--- config.mk ---
export PLATFORM = sky130hd
export DESIGN_NAME = swport_tmodel
export DESIGN_NICKNAME = d
export VERILOG_FILES = /design/src/rtl/swport_pkg.sv /design/src/rtl/swport_slot_seq.sv /design/src/rtl/swport_delay_calc.sv /design/src/rtl/swport_len_fifos.sv /design/src/rtl/swport_tmodel.sv
export SDC_FILE = /design/constraint.sdc
export NUM_CORES = 2
export LEC_CHECK = 0
export BUFFER_PORTS_ARGS = -buffer_cell sky130_fd_sc_hd__clkbuf_2
export CORE_MARGIN = 3
export CORE_UTILIZATION = 53
export DETAILED_ROUTE_END_ITERATION = 10
export PLACE_DENSITY = 0.75
export REMOVE_ABC_BUFFERS = 1
export SYNTH_ARGS = -nofsm -noshare
export SYNTH_HDL_FRONTEND = slang
export SYNTH_SLANG_ARGS = --single-unit
export TNS_END_PERCENT = 100
--- constraint.sdc ---
create_clock -name clk -period 97.9 [get_ports clk]
set_input_delay 9.79 -clock clk [delete_from_list [all_inputs] [get_ports clk]]
set_output_delay 9.79 -clock clk [all_outputs]
set_load 0.01 [all_outputs]
--- src/rtl/swport_pkg.sv ---
package swport_pkg;
  // Largest number of ports one shared datapath is meant to serve.
  localparam int SWP_MAX_PORTS  = 64;
  // Bytes to bits conversion shift.
  localparam int SWP_BYTE_SHIFT = 3;
endpackage

--- src/rtl/swport_slot_seq.sv ---
module swport_slot_seq #(
  parameter int NUM_PORTS = 8,
  parameter int PORT_W    = 3,
  parameter int TCNT_W    = 4
)(
  input  logic              clk,
  input  logic              rst,
  input  logic [TCNT_W-1:0] cfg_threads,
  output logic [PORT_W-1:0] slot
);
  logic [TCNT_W-1:0] eff_cnt;

  always_comb begin
    if (cfg_threads == '0)
      eff_cnt = TCNT_W'(1);
    else if (cfg_threads > TCNT_W'(NUM_PORTS))
      eff_cnt = TCNT_W'(NUM_PORTS);
    else
      eff_cnt = cfg_threads;
  end

  always_ff @(posedge clk) begin
    if (rst)
      slot <= '0;
    else if (TCNT_W'(slot) + TCNT_W'(1) >= eff_cnt)
      slot <= '0;
    else
      slot <= slot + PORT_W'(1);
  end
endmodule

--- src/rtl/swport_delay_calc.sv ---
module swport_delay_calc
  import swport_pkg::*;
#(
  parameter int LEN_W  = 16,
  parameter int RATE_W = 8,
  parameter int LAT_W  = 16,
  parameter int DLY_W  = 21
)(
  input  logic [LEN_W-1:0]  len,
  input  logic [RATE_W-1:0] rate,
  input  logic [LAT_W-1:0]  lat,
  output logic [DLY_W-1:0]  delay
);
  localparam int NUM_W = LEN_W + 4;

  logic [NUM_W-1:0] bits, div, quo;
  logic [DLY_W-1:0] sum;

  always_comb begin
    bits  = NUM_W'(len) << SWP_BYTE_SHIFT;
    div   = (rate == '0) ? NUM_W'(1) : NUM_W'(rate);
    quo   = (bits + div - NUM_W'(1)) / div;
    sum   = DLY_W'(quo) + DLY_W'(lat);
    delay = (sum == '0) ? DLY_W'(1) : sum;
  end
endmodule

--- src/rtl/swport_len_fifos.sv ---
module swport_len_fifos #(
  parameter int NUM_PORTS = 8,
  parameter int QDEPTH    = 4,
  parameter int LEN_W     = 16,
  parameter int PORT_W    = 3,
  parameter int QCW       = 3
)(
  input  logic              clk,
  input  logic              rst,
  input  logic [PORT_W-1:0] sel,
  input  logic              push,
  input  logic [LEN_W-1:0]  push_len,
  input  logic              pop,
  output logic [LEN_W-1:0]  head_len,
  output logic [LEN_W-1:0]  second_len,
  output logic [QCW-1:0]    count
);
  localparam int QW    = $clog2(QDEPTH);
  localparam int AW    = PORT_W + QW;
  localparam int MEM_N = 1 << AW;

  logic [LEN_W-1:0] mem [MEM_N];
  logic [QW-1:0]    rd_ptr [NUM_PORTS];
  logic [QW-1:0]    wr_ptr [NUM_PORTS];
  logic [QCW-1:0]   fill   [NUM_PORTS];

  logic [QW-1:0] rd_cur, rd_nxt, wr_cur;

  always_comb begin
    rd_cur     = rd_ptr[sel];
    rd_nxt     = rd_cur + QW'(1);
    wr_cur     = wr_ptr[sel];
    head_len   = mem[{sel, rd_cur}];
    second_len = mem[{sel, rd_nxt}];
    count      = fill[sel];
  end

  // Storage write port: no reset, so it maps onto RAM.
  always_ff @(posedge clk) begin
    if (push)
      mem[{sel, wr_cur}] <= push_len;
  end

  always_ff @(posedge clk) begin
    if (rst) begin
      for (int i = 0; i < NUM_PORTS; i++) begin
        rd_ptr[i] <= '0;
        wr_ptr[i] <= '0;
        fill[i]   <= '0;
      end
    end else begin
      if (push) wr_ptr[sel] <= wr_cur + QW'(1);
      if (pop)  rd_ptr[sel] <= rd_nxt;
      fill[sel] <= fill[sel] + QCW'(push) - QCW'(pop);
    end
  end
endmodule

--- src/rtl/swport_tmodel.sv ---
module swport_tmodel
  import swport_pkg::*;
#(
  parameter int  NUM_PORTS = 8,
  parameter int  QDEPTH    = 4,
  parameter int  LEN_W     = 16,
  parameter int  LAT_W     = 16,
  parameter int  OCC_W     = 19,
  parameter int  RATE_W    = 8,
  localparam int PORT_W    = (NUM_PORTS > 1) ? $clog2(NUM_PORTS) : 1,
  localparam int TCNT_W    = $clog2(NUM_PORTS + 1)
)(
  input  logic                 clk,
  input  logic                 rst,
  input  logic [TCNT_W-1:0]    cfg_threads,
  input  logic [RATE_W-1:0]    cfg_rate,
  input  logic [LAT_W-1:0]     cfg_latency,
  input  logic [OCC_W-1:0]     cfg_buf_bytes,
  input  logic                 in_valid,
  input  logic [LEN_W-1:0]     in_len,
  input  logic [PORT_W-1:0]    in_dport,
  output logic [PORT_W-1:0]    slot_idx,
  output logic [NUM_PORTS-1:0] dep_strobe,
  output logic [LEN_W-1:0]     dep_len,
  output logic [NUM_PORTS-1:0] drop_strobe
);
  localparam int QCW    = $clog2(QDEPTH + 1);
  localparam int DLY_W  = ((LEN_W + 4 > LAT_W) ? LEN_W + 4 : LAT_W) + 1;
  localparam int OCC_W1 = OCC_W + 1;

  if (NUM_PORTS < 1 || NUM_PORTS > SWP_MAX_PORTS) begin : g_bad_ports
    $error("swport_tmodel: NUM_PORTS out of range");
  end

  logic [PORT_W-1:0] slot;

  swport_slot_seq #(
    .NUM_PORTS(NUM_PORTS), .PORT_W(PORT_W), .TCNT_W(TCNT_W)
  ) u_seq (
    .clk(clk), .rst(rst), .cfg_threads(cfg_threads), .slot(slot)
  );

  assign slot_idx = slot;

  // Thread-indexed per-port timing state.
  logic [OCC_W-1:0] occ_q [NUM_PORTS];
  logic [DLY_W-1:0] cnt_q [NUM_PORTS];

  logic [QCW-1:0]   q_cnt;
  logic [LEN_W-1:0] head_len, second_len, load_len;
  logic [DLY_W-1:0] load_delay;
  logic [OCC_W-1:0] occ_cur, occ_after_dep;
  logic [DLY_W-1:0] cnt_cur;
  logic [OCC_W1-1:0] occ_need;
  logic [QCW-1:0]   cnt_after_dep;
  logic             hit, dep, accept, drop, load;

  swport_len_fifos #(
    .NUM_PORTS(NUM_PORTS), .QDEPTH(QDEPTH), .LEN_W(LEN_W),
    .PORT_W(PORT_W), .QCW(QCW)
  ) u_fifos (
    .clk(clk), .rst(rst), .sel(slot),
    .push(accept), .push_len(in_len), .pop(dep),
    .head_len(head_len), .second_len(second_len), .count(q_cnt)
  );

  swport_delay_calc #(
    .LEN_W(LEN_W), .RATE_W(RATE_W), .LAT_W(LAT_W), .DLY_W(DLY_W)
  ) u_delay (
    .len(load_len), .rate(cfg_rate), .lat(cfg_latency), .delay(load_delay)
  );

  // One simulated cycle of the port that owns the current slot.
  always_comb begin
    occ_cur       = occ_q[slot];
    cnt_cur       = cnt_q[slot];
    hit           = in_valid && (in_dport == slot);
    dep           = (q_cnt != '0) && (cnt_cur == DLY_W'(1));
    cnt_after_dep = q_cnt - QCW'(dep);
    occ_after_dep = dep ? (occ_cur - OCC_W'(head_len)) : occ_cur;
    occ_need      = OCC_W1'(occ_after_dep) + OCC_W1'(in_len);
    accept        = hit && (occ_need <= OCC_W1'(cfg_buf_bytes))
                        && (cnt_after_dep < QCW'(QDEPTH));
    drop          = hit && !accept;
    load          = (dep && (cnt_after_dep != '0)) ||
                    ((cnt_after_dep == '0) && accept);
    load_len      = (dep && (cnt_after_dep != '0)) ? second_len : in_len;
  end

  always_ff @(posedge clk) begin
    if (rst) begin
      for (int i = 0; i < NUM_PORTS; i++) begin
        occ_q[i] <= '0;
        cnt_q[i] <= '0;
      end
      dep_strobe  <= '0;
      drop_strobe <= '0;
      dep_len     <= '0;
    end else begin
      occ_q[slot] <= accept ? (occ_after_dep + OCC_W'(in_len)) : occ_after_dep;
      if (load)
        cnt_q[slot] <= load_delay;
      else if (q_cnt != '0)
        cnt_q[slot] <= cnt_cur - DLY_W'(1);
      dep_strobe  <= dep  ? (NUM_PORTS'(1) << slot) : '0;
      drop_strobe <= drop ? (NUM_PORTS'(1) << slot) : '0;
      dep_len     <= dep  ? head_len : '0;
    end
  end
endmodule

==> results.md <==
- Initial antenna violation count: 6
- Post-cts resize count: 0
- Worst-path maximum fanout: 17
- FF-to-FF path depth: ~280
- Final setup fails: 0
- Yosys warns: 0
- #FFs+latches synth: 923
- Post-Syn Area: between 50,000 and 60,000 um2
- Max Cap Violations: 0
- Number of enable flip-flop cells after synthesis: 888
- CP max stage delay: roughly 860 ps
- Global-route wire length before repair: 257,000 um
- Drt first-iter violations: ~6.2k
- Worst R2R End: cnt_q[2][0]
- Final worst path period need: ~70,000 ps
- Area growth, synth to finish: 9.85%
- CP arrival: ~70,000 ps
- Synth area leader: edfxtp_1
- RSZ-0062 raised after global routing: false
- Share of cells above drive strength 1: 0.108
- Die Area: 105,000 um2
- # IOs: ~100
- DP HPWL: 112,000 um
- Die width: 324 um
- Crit path kind: in -> reg
- Sequential share of the synthesized area: 0.511
- Via count: roughly 44k
- Latest clock arrival within the worst-skew pair: roughly 700 ps
- Cell Rows: approximately 120
- I/O Buffers: between 100 and 150
- Avg Cell Area, Syn: between 10 and 15 um2
- Wire per inst: between 20 and 30 um
- Synth area leaders: edfxtp_1 50%, ha_1 5.7%, nand2_1 5.1%, mux2i_1 4.7%, nor2_1 4.4%
- Rel. slew slack: 0.0595
- RR Startpoint: u_seq.slot[2]
- Ys async rst share: 0
- Die H: around 320 um
- Worst Skew: about 66 ps
- Antenna violation net count after detailed routing: 0
- Placed cell count: 6,419
- Min-delay worst type: reg -> reg
- R2R setup slack: slightly above 30,000 ps
- Post-Synthesis Cells: 5,161
- Period utilisation layout: 0.711
- Vias in the first global route: 41.7k
- Largest net degree at the start of global routing: 174
- Gr ovfl total: 0
- Outcome: completed
- Final Hold Viols: 0
- Share of the synthesized area in the top cell type: 0.498
- TNS Setup: 0 ps
- Critical-path top delay cell: o21ai_0
- Clk slew on worst S/H paths: 60 ps
- Dominant synthesized flop cell: edfxtp_1
- TritonCTS clock tree: yes
- Overall routing resource usage: 0.327
- Cell mode on critical path: o21a_1
- Initial Util: 0.535
- CTS Buf Count: slightly above 90
- Number of setup buffers added after CTS: 0
- Clock Tree Root: clkbuf_16
- CP required: around 100,000 ps
- Critical Path Sink Type: flop
- Placer Congestion: ~0.95
- Final nets: about 5.5k
- Final Max Tran Viols: 0
- Hold-fix buffer count after cts: 0
- Post-Route WL: between 150,000 and 200,000 um
- Fmax: between 10 and 15 MHz
- Clk sink count: 923
- Vias per cell: about 6.6
- Hold depth: 1
- Core area: roughly 100,000 um2
- CTS max path bufs: 3
- Startpoint types: input pin
- Residual DRC: 0
- Count of cell types in the netlist: 119
- Min-Delay Endpoint: u_seq.slot[0]
- H-tree depth: 3
- Final std cells w/o fill: ~6.6k
- Worst-margin pin slew: 1400 ps
- Hold Path Origin: u_seq.slot[0]
- DRT Pass-1 Iters: 7
[per-layer routing]
layer / part of all wire / GRT usage / up-vias
li1: - / - / 19143
met1: 0.37 / 0.429 / 20735
met2: 0.44 / 0.500 / 3005
met3: 0.13 / 0.0830 / 653
met4: 0.062 / 0.178 / 2
met5: 0.000063 / 0 / -
[cells in the final DEF (no fill, tap or decap), types with 19 or more instances in the layout]
master / Yosys / routed
inv_1: 153 / 153
o211ai_1: 24 / 24
o21a_1: 94 / 94
mux2i_1: 254 / 254
o21ai_0: 120 / 120
clkbuf_16: 0 / 94
and3_1: 31 / 31
a32oi_1: 24 / 24
nor2_2: 0 / 32
o21bai_1: 21 / 21
nand4_1: 55 / 55
or3_1: 20 / 19
or2_2: 20 / 20
mux4_2: 28 / 28
ha_1: 245 / 245
nand3_1: 284 / 284
xnor2_1: 79 / 79
a31oi_1: 33 / 33
a21oi_1: 261 / 261
a21o_1: 52 / 52
a211oi_1: 26 / 26
nor2b_1: 32 / 31
o31ai_1: 28 / 28
buf_4: 9 / 127
o22ai_1: 24 / 24
nor3_1: 102 / 99
nand2_1: 734 / 734
nand2b_1: 63 / 63
mux2_2: 45 / 45
a22oi_1: 51 / 51
xor2_1: 49 / 49
dfxtp_1: 35 / 32
and2_1: 45 / 45
clkbuf_2: 0 / 103
clkbuf_1: 187 / 21
edfxtp_1: 888 / 888
nor4_1: 28 / 27
a221oi_1: 45 / 45
nor2_1: 626 / 591
[stage by stage]
stage / setup slack, ps / area, um2 / util / hold slack, ps
3_3_place_gp: 30570 / 55800 / 0.557 / 656
3_5_place_dp: 28480 / 55800 / 0.557 / 657
6_report: 28300 / 58900 / 0.588 / 659
4_1_cts: 28940 / 58800 / 0.588 / 669
2_1_floorplan: 32820 / 52400 / - / 632
5_1_grt: 21920 / 58800 / 0.588 / 684
[worst max-delay path: cells and delay by family]
family,cells,cell delay (ps)
AO/OA/AOI/OAI,153,34530
XOR/XNOR,1,330
adder cells (fa/ha/maj),24,7360
buffers and inverters,20,3140
multiplexers,3,890
AND/OR/NAND/NOR,64,13910
[final cells by class]
class                           count  area (um2)
Antenna cell                        7        17.5
Inverter                          163         619
Sequential cell                   923       27400
Multi-Input combinational cell   3803       24600
Fill cell                        8137       41300
Timing Repair Buffer              232        1510
Clock buffer                      122        2530
Tap cell                         1298        1620
Clock inverter                     45         556
[synthesized netlist by cell type, types with 35 or more instances]
master    count
nand2b_1     63
o21ai_0     120
ha_1        245
edfxtp_1    888
xor2_1       49
a21o_1       52
nand4_1      55
nor2_1      626
dfxtp_1      35
inv_1       153
o21a_1       94
a22oi_1      51
a221oi_1     45
nand2_1     734
and2_1       45
xnor2_1      79
clkbuf_1    187
nor3_1      102
mux2_2       45
a21oi_1     261
mux2i_1     254
buf_1        47
nand3_1     284
[registers in the layout, indices dropped and copies added, names as in the netlist]
signal / flops
u_fifos.mem: 512
cnt_q: 168
occ_q: 152
u_fifos.fill: 24
dep_len: 16
u_fifos.rd_ptr: 16
u_fifos.wr_ptr: 16
dep_strobe: 8
drop_strobe: 8
u_seq.slot: 3
[worst max-delay path by stage]
stage,startpoint,to
6_report,cfg_rate[7],cnt_q[2][0]
5_1_grt,cfg_rate[7],cnt_q[6][0]
4_1_cts,cfg_rate[7],cnt_q[2][0]
3_5_place_dp,cfg_rate[7],cnt_q[2][0]
3_3_place_gp,cfg_rate[7],cnt_q[6][0]
2_1_floorplan,u_seq.slot[2],cnt_q[0][0]
[logic make-up after synthesis]
family,count (synthesis),synth area share
compound gates,985,0.128
buf+inv,435,0.0329
mux,344,0.0727
fa+ha+maj,252,0.0595
simple gates,2093,0.175
flops,923,0.511
xor+xnor,129,0.0212
Power is not shown: default switching activity piles up to over one toggle a cycle in this logic, so the estimate is an artifact.
